$ cat src/rtl/pwm_dbuf_pkg.sv
package pwm_dbuf_pkg;
    localparam int DATA_W = 16;
    localparam int ADDR_W = 2;
    localparam int SEL_W  = 3;
    localparam int NSEL   = 1 << SEL_W;

    localparam logic [ADDR_W-1:0] A_CTRL = 2'd0;
    localparam logic [ADDR_W-1:0] A_PER  = 2'd1;
    localparam logic [ADDR_W-1:0] A_WID  = 2'd2;

    localparam int B_FLAG = 15;
    localparam int B_LVL  = 12;
    localparam int B_ARB  = 11;
    localparam int B_PIN  = 7;
    localparam int B_LOAD = 5;
    localparam int B_POL  = 4;
    localparam int B_EN   = 3;

    typedef struct packed {
        logic [2:0]       lvl;
        logic             arb;
        logic             pol;
        logic             en;
        logic [SEL_W-1:0] sel;
    } ctrl_t;
endpackage

$ cat src/rtl/pwm_dbuf_regs.sv
module pwm_dbuf_regs
    import pwm_dbuf_pkg::*;
#(
    parameter int CNT_W = 16
) (
    input  logic              clk,
    input  logic              rst_n,
    input  logic [ADDR_W-1:0] bus_addr,
    input  logic [DATA_W-1:0] bus_wdata,
    input  logic              bus_wr,
    input  logic              bus_rd,
    input  logic              pin_i,
    input  logic              wrap_i,
    output logic [DATA_W-1:0] rdata_o,
    output ctrl_t             ctrl_o,
    output logic [CNT_W-1:0]  per_o,
    output logic [CNT_W-1:0]  wid_o,
    output logic              start_o,
    output logic              load_o,
    output logic              flag_o
);
    typedef struct packed {
        ctrl_t            ctrl;
        logic             flag;
        logic             armed;
        logic [CNT_W-1:0] per;
        logic [CNT_W-1:0] wid;
    } regs_t;

    regs_t s_d, s_q;
    logic  wr_ctrl, set_ev;
    logic  unused_wbits;

    assign unused_wbits = ^{bus_wdata[10:6]};

    always_comb begin
        s_d     = s_q;
        wr_ctrl = bus_wr && (bus_addr == A_CTRL);
        start_o = 1'b0;
        load_o  = 1'b0;
        if (wr_ctrl) begin
            s_d.ctrl.lvl = bus_wdata[B_LVL +: 3];
            s_d.ctrl.arb = bus_wdata[B_ARB];
            s_d.ctrl.pol = bus_wdata[B_POL];
            s_d.ctrl.en  = bus_wdata[B_EN];
            s_d.ctrl.sel = bus_wdata[SEL_W-1:0];
            start_o      = bus_wdata[B_EN] && !s_q.ctrl.en;
            load_o       = bus_wdata[B_LOAD];
        end
        if (bus_wr && (bus_addr == A_PER)) s_d.per = bus_wdata[CNT_W-1:0];
        if (bus_wr && (bus_addr == A_WID)) s_d.wid = bus_wdata[CNT_W-1:0];

        set_ev = start_o || wrap_i;
        if (wr_ctrl && !bus_wdata[B_FLAG] && s_q.armed) s_d.flag = 1'b0;
        if (set_ev) s_d.flag = 1'b1;

        if (bus_rd && (bus_addr == A_CTRL) && s_q.flag) s_d.armed = 1'b1;
        if (wr_ctrl || set_ev) s_d.armed = 1'b0;

        rdata_o = '0;
        case (bus_addr)
            A_CTRL: begin
                rdata_o[B_FLAG]       = s_q.flag;
                rdata_o[B_LVL +: 3]   = s_q.ctrl.lvl;
                rdata_o[B_ARB]        = s_q.ctrl.arb;
                rdata_o[B_PIN]        = pin_i;
                rdata_o[B_POL]        = s_q.ctrl.pol;
                rdata_o[B_EN]         = s_q.ctrl.en;
                rdata_o[SEL_W-1:0]    = s_q.ctrl.sel;
            end
            A_PER:   rdata_o[CNT_W-1:0] = s_q.per;
            A_WID:   rdata_o[CNT_W-1:0] = s_q.wid;
            default: rdata_o = '0;
        endcase
    end

    always_ff @(posedge clk or negedge rst_n) begin
        if (!rst_n) s_q <= '0;
        else        s_q <= s_d;
    end

    assign ctrl_o = s_q.ctrl;
    assign per_o  = s_q.per;
    assign wid_o  = s_q.wid;
    assign flag_o = s_q.flag;

    // once set, the flag survives any cycle without a zero write
    a_r6_flag_sticky: assert property (@(posedge clk) disable iff (!rst_n)
        s_q.flag && !(wr_ctrl && !bus_wdata[B_FLAG]) |=> s_q.flag);

    // a flag rise is caused by a start or by a wrap from the counter
    a_r6_flag_source: assert property (@(posedge clk) disable iff (!rst_n)
        $rose(s_q.flag) |-> $past(start_o || wrap_i));

    // a flag fall needs a control write with bit 15 low
    a_r7_clear_by_write: assert property (@(posedge clk) disable iff (!rst_n)
        $fell(s_q.flag) |-> $past(wr_ctrl && !bus_wdata[B_FLAG]));
endmodule

$ cat src/rtl/pwm_dbuf_core.sv
module pwm_dbuf_core #(
    parameter int CNT_W = 16
) (
    input  logic             clk,
    input  logic             rst_n,
    input  logic             en_i,
    input  logic             tick_i,
    input  logic             start_i,
    input  logic             load_i,
    input  logic             pol_i,
    input  logic [CNT_W-1:0] per_i,
    input  logic [CNT_W-1:0] wid_i,
    output logic             wrap_o,
    output logic             pin_o
);
    typedef struct packed {
        logic [CNT_W-1:0] cnt;
        logic [CNT_W-1:0] per_w;
        logic [CNT_W-1:0] wid_w;
    } core_t;

    core_t         c_d, c_q;
    logic [CNT_W:0] cnt_inc;
    logic          at_last;

    always_comb begin
        c_d     = c_q;
        wrap_o  = 1'b0;
        cnt_inc = {1'b0, c_q.cnt} + {{CNT_W{1'b0}}, 1'b1};
        at_last = cnt_inc >= {1'b0, c_q.per_w};
        if (start_i || load_i) begin
            c_d.cnt   = '0;
            c_d.per_w = per_i;
            c_d.wid_w = wid_i;
        end else if (!en_i) begin
            c_d.cnt = '0;
        end else if (tick_i) begin
            if (at_last) begin
                wrap_o    = 1'b1;
                c_d.cnt   = '0;
                c_d.per_w = per_i;
                c_d.wid_w = wid_i;
            end else begin
                c_d.cnt = cnt_inc[CNT_W-1:0];
            end
        end
        pin_o = (en_i && (c_q.cnt < c_q.wid_w)) ^ pol_i;
    end

    always_ff @(posedge clk or negedge rst_n) begin
        if (!rst_n) c_q <= '0;
        else        c_q <= c_d;
    end

    // count stays inside the working period
    a_r2_cnt_in_range: assert property (@(posedge clk) disable iff (!rst_n)
        (c_q.per_w == '0) ? (c_q.cnt == '0) : (c_q.cnt < c_q.per_w));

    // working copies move only on start, load or wrap
    a_r4_work_hold: assert property (@(posedge clk) disable iff (!rst_n)
        !(start_i || load_i || wrap_o) |=> $stable(c_q.per_w) && $stable(c_q.wid_w));

    // no selected tick, no count change
    a_r10_tick_gate: assert property (@(posedge clk) disable iff (!rst_n)
        en_i && !tick_i && !start_i && !load_i |=> $stable(c_q.cnt));
endmodule

$ cat src/rtl/pwm_dbuf_chan.sv
module pwm_dbuf_chan
    import pwm_dbuf_pkg::*;
#(
    parameter int CNT_W = 16
) (
    input  logic              clk,
    input  logic              rst_n,
    input  logic [ADDR_W-1:0] bus_addr,
    input  logic [DATA_W-1:0] bus_wdata,
    input  logic              bus_wr,
    input  logic              bus_rd,
    output logic [DATA_W-1:0] bus_rdata,
    input  logic [NSEL-1:0]   tick_in,
    output logic              pwm_out,
    output logic              irq_o
);
    ctrl_t            ctrl;
    logic [CNT_W-1:0] per_vis, wid_vis;
    logic             start, load, wrap, flag;

    pwm_dbuf_regs #(.CNT_W(CNT_W)) u_regs (
        .clk       (clk),
        .rst_n     (rst_n),
        .bus_addr  (bus_addr),
        .bus_wdata (bus_wdata),
        .bus_wr    (bus_wr),
        .bus_rd    (bus_rd),
        .pin_i     (pwm_out),
        .wrap_i    (wrap),
        .rdata_o   (bus_rdata),
        .ctrl_o    (ctrl),
        .per_o     (per_vis),
        .wid_o     (wid_vis),
        .start_o   (start),
        .load_o    (load),
        .flag_o    (flag)
    );

    pwm_dbuf_core #(.CNT_W(CNT_W)) u_core (
        .clk     (clk),
        .rst_n   (rst_n),
        .en_i    (ctrl.en),
        .tick_i  (tick_in[ctrl.sel]),
        .start_i (start),
        .load_i  (load),
        .pol_i   (ctrl.pol),
        .per_i   (per_vis),
        .wid_i   (wid_vis),
        .wrap_o  (wrap),
        .pin_o   (pwm_out)
    );

    assign irq_o = flag && (ctrl.lvl != 3'd0);

    // the load bit never reads back as one
    a_r9_load_reads_zero: assert property (@(posedge clk) disable iff (!rst_n)
        bus_rd && (bus_addr == A_CTRL) |-> !bus_rdata[B_LOAD]);

    // a disabled channel drives the polarity level
    a_r3_idle_level: assert property (@(posedge clk) disable iff (!rst_n)
        !ctrl.en |-> (pwm_out == ctrl.pol));

    // no request without the flag
    a_r11_irq_needs_flag: assert property (@(posedge clk) disable iff (!rst_n)
        !flag |-> !irq_o);
endmodule

$ cat config.mk
export PLATFORM = sky130hd
export DESIGN_NAME = pwm_dbuf_chan
export DESIGN_NICKNAME = d
export VERILOG_FILES = /design/src/rtl/pwm_dbuf_pkg.sv /design/src/rtl/pwm_dbuf_regs.sv /design/src/rtl/pwm_dbuf_core.sv /design/src/rtl/pwm_dbuf_chan.sv
export SDC_FILE = /design/constraint.sdc
export NUM_CORES = 1
export LEC_CHECK = 0
export BUFFER_PORTS_ARGS = -buffer_cell sky130_fd_sc_hd__buf_2
export CORE_ASPECT_RATIO = 0.9
export CORE_UTILIZATION = 55
export CTS_CLUSTER_DIAMETER = 100
export CTS_CLUSTER_SIZE = 40
export DETAILED_ROUTE_END_ITERATION = 6
export GPL_ROUTABILITY_DRIVEN = 0
export GPL_TIMING_DRIVEN = 0
export PLACE_DENSITY = 0.73
export SYNTH_ARGS = -nofsm -noshare
export SYNTH_HDL_FRONTEND = slang
export SYNTH_SLANG_ARGS = --single-unit
$ cat constraint.sdc
create_clock -name clk -period 5.39 [get_ports clk]
set_input_delay 1.078 -clock clk [delete_from_list [all_inputs] [get_ports clk]]
set_output_delay 1.078 -clock clk [all_outputs]
set_load 0.05 [all_outputs]
==> results of run 1 <==
==> layout by cell type (no fill, tap or decap), types with 5 or more instances in the layout <==
cell type	n
ha_1	36
xnor2_1	9
mux2_2	44
mux2_4	30
a22o_1	12
a222oi_1	10
inv_1	38
nor2_1	19
buf_2	48
dfrtp_1	91
clkbuf_8	11
nor2b_1	8
a21oi_1	13
a22oi_1	6
nand4_1	13
nand3_1	7
clkbuf_1	11
xor2_1	5
o21ai_0	7
nand2_1	15
==> metal layers <==
layer / vias to the layer above / part of all wire, % / GRT usage [%]
li1: 1664 / - / -
met1: 1784 / 47 / 38.0
met2: 116 / 46 / 41.2
met3: 17 / 5.0 / 4.63
met4: 0 / 1.7 / 8.45
met5: - / 0 / 0
==> synthesized netlist by cell type (2+ instances only) <==
master	count	area, µm²
a222oi_1	10	100
nor3b_1	2	15.0
nor2b_1	8	50.1
a22o_1	12	105
nand3_1	7	35.0
a21o_1	3	22.5
xor2_1	5	43.8
mux2_2	44	495
buf_12	3	60.1
nand2_1	15	56.3
and4_1	2	17.5
buf_2	3	15.0
clkbuf_1	11	41.3
and3_1	3	18.8
or4_2	2	17.5
o211ai_1	3	22.5
nor2_1	19	71.3
mux4_2	2	45.0
a22oi_1	6	45.0
a21oi_1	13	65.1
o21ai_0	7	35.0
dfrtp_1	91	2280
xnor2_1	9	78.8
nand2b_1	2	12.5
nand4_1	13	81.3
mux2_4	30	450
inv_1	38	143
mux2i_1	2	20.0
ha_1	36	450
==> registers in the layout, indices dropped and copies added (netlist names) <==
| name | flops |
|---|---|
| u_core.c_q | 48 |
| u_regs.ctrl_o | 9 |
| u_regs.flag_o | 1 |
| u_regs.per_o | 16 |
| u_regs.s_q | 1 |
| u_regs.wid_o | 16 |
==> stage by stage <==
| step | instances | worst slack (ns) | util [%] |
|---|---|---|---|
| finish | 603 | 1.35 | 65.0 |
| global route | 603 | 1.24 | 65.0 |
| CTS | 603 | 1.38 | 65.0 |
| detailed placement | 587 | 1.38 | 62.8 |
| global placement | 586 | 1.43 | 62.4 |
| floorplan | 421 | 1.62 | - |
==> logic make-up after synthesis <==
kind of cell / synth area share (%)
and+or+nand+nor: 8.92
xor gates and xnor gates: 2.41
DFF: 44.7
AOI/OAI and AO/OA: 10.2
buffers and inverters: 5.08
muxes: 19.8
adders and majority gates: 8.84
==> worst min-delay path by stage <==
stage / endpoint / slack [ns] / depth (start not counted)
final: u_core.c_q[23] / 0.52 / 1
after global routing: u_core.c_q[23] / 0.53 / 1
after CTS: u_core.c_q[23] / 0.53 / 1
after detailed placement: u_core.c_q[6] / 0.50 / 1
after global placement: u_core.c_q[5] / 0.49 / 1
after floorplan: u_regs.ctrl_o[5] / 0.48 / 1
==> cell type report <==
cell class / count / area [µm²] / share of cell area, %
Buffer: 17 / 116 / 2.04
Clock buffer: 11 / 151 / 2.66
Clock inverter: 5 / 42.5 / 0.747
Inverter: 38 / 143 / 2.50
Multi-Input combinational cell: 275 / 2560 / 44.9
Sequential cell: 91 / 2280 / 40.0
Tap cell: 119 / 149 / 2.61
Timing Repair Buffer: 47 / 260 / 4.57
==> report_power, final <==
group / switching (mW) / internal [mW]
Clock: 0.261 / 0.199
Sequential: 0.146 / 0.854
Combinational: 0.361 / 0.340
Total: 0.768 / 1.39
==> impl_metrics.py, run 1 <==
metrics = {
    "yosys": {
        "synthCells": 421,
        "synthArstFlopShare_pct": 100,
        "syn_area_um2": 5090,
        "synth_nets": 487,
        "synth.distinct_cells": 49,
        "syn_area_per_cell_um2": 12.1,
        "synth_edf_count": 0,
        "synth_flop_cell": "dfrtp_1",
        "ys_seq_area_share_pct": 44.7,
        "yosys_warnings": 0,
        "ys_seq_elements": 91,
    },
    "timing": {
        "fin_hold_ws_ns": 0.520,
        "maxSlewViolCount": 0,
        "setup_tns_ns": 0,
        "period_share_pct": 75.0,
        "max_freq_mhz": 247,
        "relSlewSlack_pct": 54.2,
        "final_hold_viol_count": 0,
        "rsz0062_at_grt": "false",
        "setup_viol": 0,
        "min_period_ns": 4.04,
        "tightest_slew_ns": 0.687,
        "finClkSkew_ns": 0.0152,
    },
    "critical_path": {
        "crit_path_end": "bus_rdata[7]",
        "cp_slowest_cell": "clkbuf_1",
        "r2r_slack_ns": 1.64,
        "crit_cells": 8,
        "path_class": "input pin to output port",
        "slowest_delay_ns": 0.48,
        "worstRegToRegCells": 14,
        "end_kind": "output port",
        "crit_arrival_ns": 2.96,
        "cp_data_required_time_ns": 4.31,
        "crit_path_start": "bus_addr[1]",
        "r2r_start": "u_core.c_q[36]",
        "crit_chain": "buf_2, inv_1, ha_1, clkbuf_1, clkbuf_1, a22oi_1, o221ai_1, buf_2",
        "cp-start-kind": "input pin",
        "r2r_end": "u_core.c_q[9]",
        "cpLargestDelayFamily": "buffers and inverters",
        "crit_fanout": 10,
        "worstPathBufferInverterCount": 5,
    },
    "clock_network": {
        "cts_tree": "built",
        "clockRootBuffer": "clkbuf_8",
        "cts.path.max_buffers": 2,
        "postCtsSetupBuffers": 0,
        "numCtsBuffers": 9,
        "clock-sinks": 91,
        "hold_buffers": 0,
        "clk_pin_slew_ns": 0.09,
        "cts_resized": 0,
        "htreeDepth": 3,
        "insertion_delay_ns": 0.37,
    },
    "pwr": {
        "powerDensity_nw_per_um2": 379,
        "leakagePower_nw": 2.74,
        "ir_worst_vdd_uv": 225,
        "power_mw": 2.16,
    },
    "die": {
        "io_pins": 48,
        "die_w_um": 103,
        "fp.dieH_um": 93.3,
        "start_util_pct": 58.1,
        "core-area_um2": 8770,
        "dieArea_um2": 9650,
        "rows": 32,
    },
    "drt": {
        "drt_iter0_drc": 152,
        "drc": 0,
        "wl_per_cell_um": 19.0,
        "via_per_inst": 5.94,
        "wirelength_mm": 11.5,
        "firstDrtPassIters": 5,
        "final_antenna_net_count": 0,
        "num_vias": 3581,
    },
    "outcome": {
        "status": "finished clean",
    },
    "place": {
        "placedInstanceArea_um2": 5500,
        "portBuffers": 46,
        "hpwl_mm": 8.57,
    },
    "final_layout": {
        "final_nets": 545,
        "fill_cells": 679,
        "n_antenna_cell": 0,
        "drive_above_1_share_pct": 32.2,
        "fin_area_um2": 5700,
        "synthToLayoutAreaGrowth_pct": 11.8,
    },
    "global_routing": {
        "grt_pass1_vias": 3764,
        "grt_pass1_wl_mm": 19.1,
        "antenna_found_initial": 0,
        "grt_use_total_pct": 26.6,
        "grt_max_degree": 47,
        "overflow": 0,
    },
    "hold_path": {
        "hp-start": "u_core.c_q[23]",
        "hold_class": "flip-flop to flip-flop",
    },
    "job": {
        "max_cap_viol_count": 0,
    },
}
Power figures use the tool's default switching activity.
==> inputs of run 2 (changes only) <==
Settings changed: ABC_AREA set to 1.
Clock period 5.39 ns to 3.9 ns, I/O delays scaled along.
==> run 2 against run 1 <==
Area after synthesis increased by 2.3%. Final cell count increased by 44%. Sequential power increased by 30%. Wire length increased by 15%. First-iteration DRC count increased by 100%. Clock power increased by 34%. Sequential share of layout area decreased by 0.79 points. Non-clock buffer count increased by 9. Sequential cell count unchanged. Worst hold slack got worse by 0.24 ns. Critical path depth increased by 9. Largest cell class unchanged.
==> impl_metrics.py, run 2 <==
metrics = {
    "outcome": {
        "status": "finished clean",
    },
    "final_layout": {
        "final_common_cell": "nand2_1",
        "fin_area_um2": 5810,
        "n_antenna_cell": 0,
        "drive_above_1_share_pct": 11.4,
        "final_cell_mix": "nand2_1 (223), inv_1 (100), dfrtp_1 (91)",
        "final_nets": 809,
        "fill_cells": 837,
        "multiInputGateArea_um2": 2420,
        "regMostFlops": "u_core.c_q",
        "largest_register_ffs": 48,
        "final_cell_count_no_fill": 870,
        "seq_area_um2": 2280,
        "synthToLayoutAreaGrowth_pct": 11.6,
        "fin_util_pct": 63.4,
    },
    "global_routing": {
        "grt_max_degree": 76,
        "overflow": 0,
        "grt_pass1_vias": 4579,
        "grt_use_total_pct": 28.6,
        "antenna_found_initial": 0,
        "grt_pass1_wl_mm": 21.9,
    },
    "pwr": {
        "clkPwrFrac_pct": 22.4,
        "seqPwrFrac_pct": 47.0,
        "internal_power_mw": 1.68,
        "combinationalPowerShare_pct": 30.6,
        "ir_worst_vdd_uv": 270,
        "p_sw_share_pct": 39.2,
        "powerDensity_nw_per_um2": 475,
        "power_mw": 2.76,
        "switchingPower_mw": 1.08,
        "leakagePower_nw": 3.24,
    },
    "yosys": {
        "synth_top_cell_area_share_pct": 43.7,
        "yosys_warnings": 0,
        "ys_top_cells_by_area": "dfrtp_1 (44%), nand2_1 (16%), ha_1 (8.6%)",
        "ys_seq_area_share_pct": 43.7,
        "yosys-top-cells-count": "nand2_1 (223), inv_1 (100), dfrtp_1 (91), o21ai_0 (55), nand3_1 (51)",
        "syn_area_per_cell_um2": 7.62,
        "ys_seq_elements": 91,
        "synthArstFlopShare_pct": 100,
        "synth.distinct_cells": 36,
        "synth_edf_count": 0,
        "yosysMostFrequentCell": "nand2_1",
        "synth_nets": 750,
        "synthCells": 684,
        "synth_top_cell_by_area": "dfrtp_1",
        "syn_area_um2": 5210,
        "synth_flop_cell": "dfrtp_1",
    },
    "die": {
        "die_w_um": 105,
        "core-area_um2": 9170,
        "fp.dieH_um": 94.3,
        "dieArea_um2": 9870,
        "rows": 33,
        "io_pins": 48,
        "start_util_pct": 56.8,
    },
    "timing": {
        "final_hold_viol_count": 0,
        "setup_ws_ns": 0.374,
        "fin_hold_ws_ns": 0.278,
        "setup_viol": 0,
        "tightest_slew_ns": 0.578,
        "finClkSkew_ns": 0.0113,
        "rsz0062_at_grt": "false",
        "relSlewSlack_pct": 61.5,
        "min_period_ns": 3.53,
        "setup_tns_ns": 0,
        "max_freq_mhz": 284,
        "period_share_pct": 90.4,
        "maxSlewViolCount": 0,
    },
    "place": {
        "placedInstanceArea_um2": 5630,
        "place_inst": 854,
        "portBuffers": 47,
        "hpwl_mm": 10.2,
        "place_ws_ns": 0.444,
    },
    "critical_path": {
        "crit_fanout": 10,
        "cp_data_required_time_ns": 4.18,
        "path_common_cell": "nand2_1",
        "end_kind": "flip-flop",
        "crit_chain": "ha_1, nand2_2, nor3_1, nand3b_1, nor3_1, xor2_1, ha_1, nand2_1, nor2_1, nand2_1, o21ai_0, nand2_1, nand4_1, nor2_4, nand2_1, buf_2, o22ai_1",
        "crit_arrival_ns": 3.80,
        "path_class": "flip-flop to flip-flop",
        "cp-start-kind": "flip-flop",
        "slowest_delay_ns": 0.50,
        "cp_slowest_cell": "dfrtp_1",
    },
    "drt": {
        "final_antenna_net_count": 0,
        "firstDrtPassIters": 5,
        "drc": 0,
        "wirelength_mm": 13.2,
        "wl_per_cell_um": 15.2,
        "via_per_inst": 5.38,
        "drt_iter0_drc": 308,
        "num_vias": 4678,
    },
    "clock_network": {
        "clock-sinks": 91,
        "cts_tree": "built",
        "postCtsSetupBuffers": 0,
        "insertion_delay_ns": 0.36,
        "numCtsBuffers": 9,
        "cts_resized": 0,
        "cts.path.max_buffers": 2,
        "htreeDepth": 3,
        "hold_buffers": 0,
        "clockRootBuffer": "clkbuf_8",
        "clk_pin_slew_ns": 0.10,
    },
    "job": {
        "max_cap_viol_count": 0,
    },
    "hold_path": {
        "hold_class": "input pin to asynchronous set/reset pin",
    },
}
-- run 2: worst max-delay path, delay by kind of cell, from the launching register on --
family / cells / cell delay [ns]
fa+ha+maj: 2 / 0.53
buf+inv: 1 / 0.22
flops: 1 / 0.50
simple gates: 11 / 1.72
compound gates: 2 / 0.21
xor+xnor: 1 / 0.26
-- run 2: power groups by stage --
stage / Clock [mW] / Sequential, mW / Combinational [mW]
floorplan: 0 / 1.26 / 0.632
global placement: 0 / 1.31 / 0.802
detailed placement: 0 / 1.32 / 0.842
CTS: 0.621 / 1.30 / 0.849
global route: 0.658 / 1.33 / 0.964
finish: 0.618 / 1.30 / 0.846
-- run 2: final timing paths --
check / start / end / slack, ns / cells past startpoint
max: u_core.c_q[32] / u_core.c_q[42] / 0.37 / 17
min reg2reg: u_core.c_q[31] / u_core.c_q[31] / 0.52 / 2
min: rst_n / u_core.c_q[40] / 0.28 / 1
max reg2reg: u_core.c_q[32] / u_core.c_q[42] / 0.37 / 17
max in group asynchronous: rst_n / u_core.c_q[3] / 2.99 / 2
min in group clk: u_core.c_q[31] / u_core.c_q[31] / 0.52 / 2
-- run 2: kinds of logic after synthesis --
| kind of cell | Yosys count | synth area share [%] |
|---|---|---|
| AND/OR/NAND/NOR | 330 | 26.3 |
| buffers and inverters | 127 | 9.89 |
| flip-flops | 91 | 43.7 |
| AO/OA/AOI/OAI | 90 | 9.73 |
| adder cells (fa/ha/maj) | 36 | 8.65 |
| XOR/XNOR | 9 | 1.51 |
| multiplexers | 1 | 0.192 |
-- run 2: area by class of cell --
type / count / share of cell area, %
buffer: 25 / 2.28
timing repair buffer: 48 / 4.56
clock inverter: 7 / 1.03
inverter: 102 / 6.59
tap: 122 / 2.63
sequential: 91 / 39.2
multi-input combinational: 466 / 41.6
clock buffer: 9 / 2.13
-- run 2: per-layer routing --
metal | wire [µm] | share of wire, % | global-route usage (%) | vias to the layer above
met5 | 0 | 0 | 0 | -
met4 | 296 | 2.2 | 9.04 | 0
met3 | 917 | 6.9 | 4.28 | 28
met2 | 6120 | 46 | 48.1 | 186
met1 | 5870 | 44 | 38.5 | 2187
li1 | - | - | - | 2277
==> inputs of run 3 (changes only) <==
Settings changed: BUFFER_PORTS_ARGS -buffer_cell sky130_fd_sc_hd__buf_2 to -buffer_cell sky130_fd_sc_hd__clkbuf_2, CORE_ASPECT_RATIO 0.9 to 2.
==> run 3 against run 2 <==
Register-to-register slack lost 0.17 ns. Critical endpoint is now u_core.c_q[37]. Setup slack worse by 0.17 ns. Clock skew down 0.0083 ns.
==> impl_metrics.py, run 3 (synthesis gave the netlist of run 2 again) <==
metrics = {
    "clock_network": {
        "htreeDepth": 3,
        "postCtsSetupBuffers": 0,
        "clock-sinks": 91,
        "numCtsBuffers": 9,
        "clockRootBuffer": "clkbuf_16",
        "cts.path.max_buffers": 2,
        "insertion_delay_ns": 0.34,
        "cts_resized": 0,
        "cts_tree": "built",
        "clk_pin_slew_ns": 0.06,
        "hold_buffers": 0,
    },
    "critical_path": {
        "end_kind": "flip-flop",
        "path_class": "flip-flop to flip-flop",
        "r2r_end": "u_core.c_q[37]",
        "r2r_slack_ns": 0.21,
        "crit_fanout": 10,
        "slowest_delay_ns": 0.47,
        "cp-start-kind": "flip-flop",
        "worstPathBufferInverterCount": 1,
        "crit_chain": "ha_1, nand2_2, nor3_1, nand3b_1, nor3_1, xor2_1, ha_1, nand2_1, nor2_1, nand2_1, o21ai_0, nand2_1, nand4_1, nor2_4, nand2_1, buf_2, o22ai_1",
        "cp_data_required_time_ns": 4.16,
        "path_common_cell": "nand2_1",
        "cpLargestDelayFamily": "simple AND/OR/NAND/NOR gates",
        "r2r_start": "u_core.c_q[32]",
        "cp_slowest_cell": "dfrtp_1",
        "crit_arrival_ns": 3.95,
        "worstRegToRegCells": 17,
    },
    "final_layout": {
        "regMostFlops": "u_core.c_q",
        "fin_area_um2": 5890,
        "final_common_cell": "nand2_1",
        "synthToLayoutAreaGrowth_pct": 13.1,
        "drive_above_1_share_pct": 11.4,
        "final_cell_mix": "nand2_1 (223), inv_1 (100), dfrtp_1 (91)",
        "n_antenna_cell": 0,
        "fill_cells": 828,
        "largest_register_ffs": 48,
        "seq_area_um2": 2280,
        "final_nets": 809,
        "multiInputGateArea_um2": 2420,
    },
    "die": {
        "rows": 49,
        "die_w_um": 70.8,
        "io_pins": 48,
        "fp.dieH_um": 140,
        "start_util_pct": 57.4,
        "dieArea_um2": 9890,
        "core-area_um2": 9070,
    },
    "drt": {
        "drc": 0,
        "wirelength_mm": 13.4,
        "via_per_inst": 5.46,
        "final_antenna_net_count": 0,
        "wl_per_cell_um": 15.8,
        "firstDrtPassIters": 7,
        "drt_iter0_drc": 267,
        "num_vias": 4642,
    },
    "timing": {
        "tightest_slew_ns": 0.577,
        "relSlewSlack_pct": 61.5,
        "rsz0062_at_grt": "false",
        "setup_ws_ns": 0.207,
        "maxSlewViolCount": 0,
        "period_share_pct": 94.7,
        "setup_viol": 0,
        "finClkSkew_ns": 0.00297,
        "final_hold_viol_count": 0,
        "max_freq_mhz": 271,
        "setup_tns_ns": 0,
        "min_period_ns": 3.69,
    },
    "global_routing": {
        "overflow": 0,
        "grt_pass1_vias": 4696,
        "antenna_found_initial": 0,
        "grt_pass1_wl_mm": 21.9,
        "grt_use_total_pct": 28.9,
        "grt_max_degree": 69,
    },
    "place": {
        "portBuffers": 47,
        "placedInstanceArea_um2": 5600,
        "hpwl_mm": 10.5,
        "place_ws_ns": 0.301,
    },
    "outcome": {
        "status": "finished clean",
    },
    "job": {
        "max_cap_viol_count": 0,
    },
    "pwr": {
        "leakagePower_nw": 3.28,
        "ir_worst_vdd_uv": 327,
        "powerDensity_nw_per_um2": 506,
    },
    "hold_path": {
        "hold_class": "input pin to asynchronous set/reset pin",
    },
}
==> run 3: changes by cell type in the layout (fill, tap and decap cells not counted) <==
cell and change:
buf_2 -46, buf_4 -1, clkbuf_16 +9, clkbuf_2 +46
clkbuf_4 +1, clkbuf_8 -7, clkinvlp_4 +2, inv_6 -3
inv_8 -1
==> run 3: area by class of cell <==
| class | count | area share [%] |
|---|---|---|
| Buffer | 25 | 2.25 |
| Clock buffer | 11 | 4.29 |
| Clock inverter | 5 | 0.637 |
| Inverter | 102 | 6.50 |
| Multi-Input combinational cell | 466 | 41.0 |
| Sequential cell | 91 | 38.6 |
| Tap cell | 102 | 2.17 |
| Timing Repair Buffer | 48 | 4.50 |
==> run 3: metal layers <==
| metal | vias up | track usage (%) | share of wire (%) |
|---|---|---|---|
| li1 | 2283 | - | - |
| met1 | 2163 | 30.7 | 37 |
| met2 | 150 | 52.4 | 54 |
| met3 | 46 | 3.84 | 3.1 |
| met4 | 0 | 18.0 | 5.6 |
| met5 | - | 0 | 0 |
==> run 3: worst max-delay path by stage <==
stage / from / to / depth (start not counted)
after floorplan: bus_addr[1] / bus_rdata[10] / 6
after global placement: u_core.c_q[32] / u_core.c_q[40] / 17
after detailed placement: u_core.c_q[32] / u_core.c_q[38] / 17
after CTS: u_core.c_q[32] / u_core.c_q[37] / 17
after global routing: u_core.c_q[32] / u_core.c_q[38] / 17
final: u_core.c_q[32] / u_core.c_q[37] / 17
==> run 3: power by group <==
group / switching, mW / total (mW) / leakage (nW) / internal [mW]
registers: 0.150 / 1.29 / 1.17 / 1.14
logic: 0.556 / 0.851 / 1.97 / 0.294
clock network: 0.374 / 0.842 / 0.138 / 0.468
total: 1.08 / 2.98 / 3.28 / 1.90
==> run 3: per-stage QoR <==
step / power, mW / hold slack (ns) / utilization (%) / instances
2_1_floorplan: 1.89 / 0.453 / - / 684
3_3_place_gp: 2.11 / 0.475 / 61.4 / 833
3_5_place_dp: 2.15 / 0.481 / 61.7 / 834
4_1_cts: 2.99 / 0.388 / 64.9 / 850
5_1_grt: 3.17 / 0.397 / 64.9 / 850
6_report: 2.98 / 0.369 / 64.9 / 850
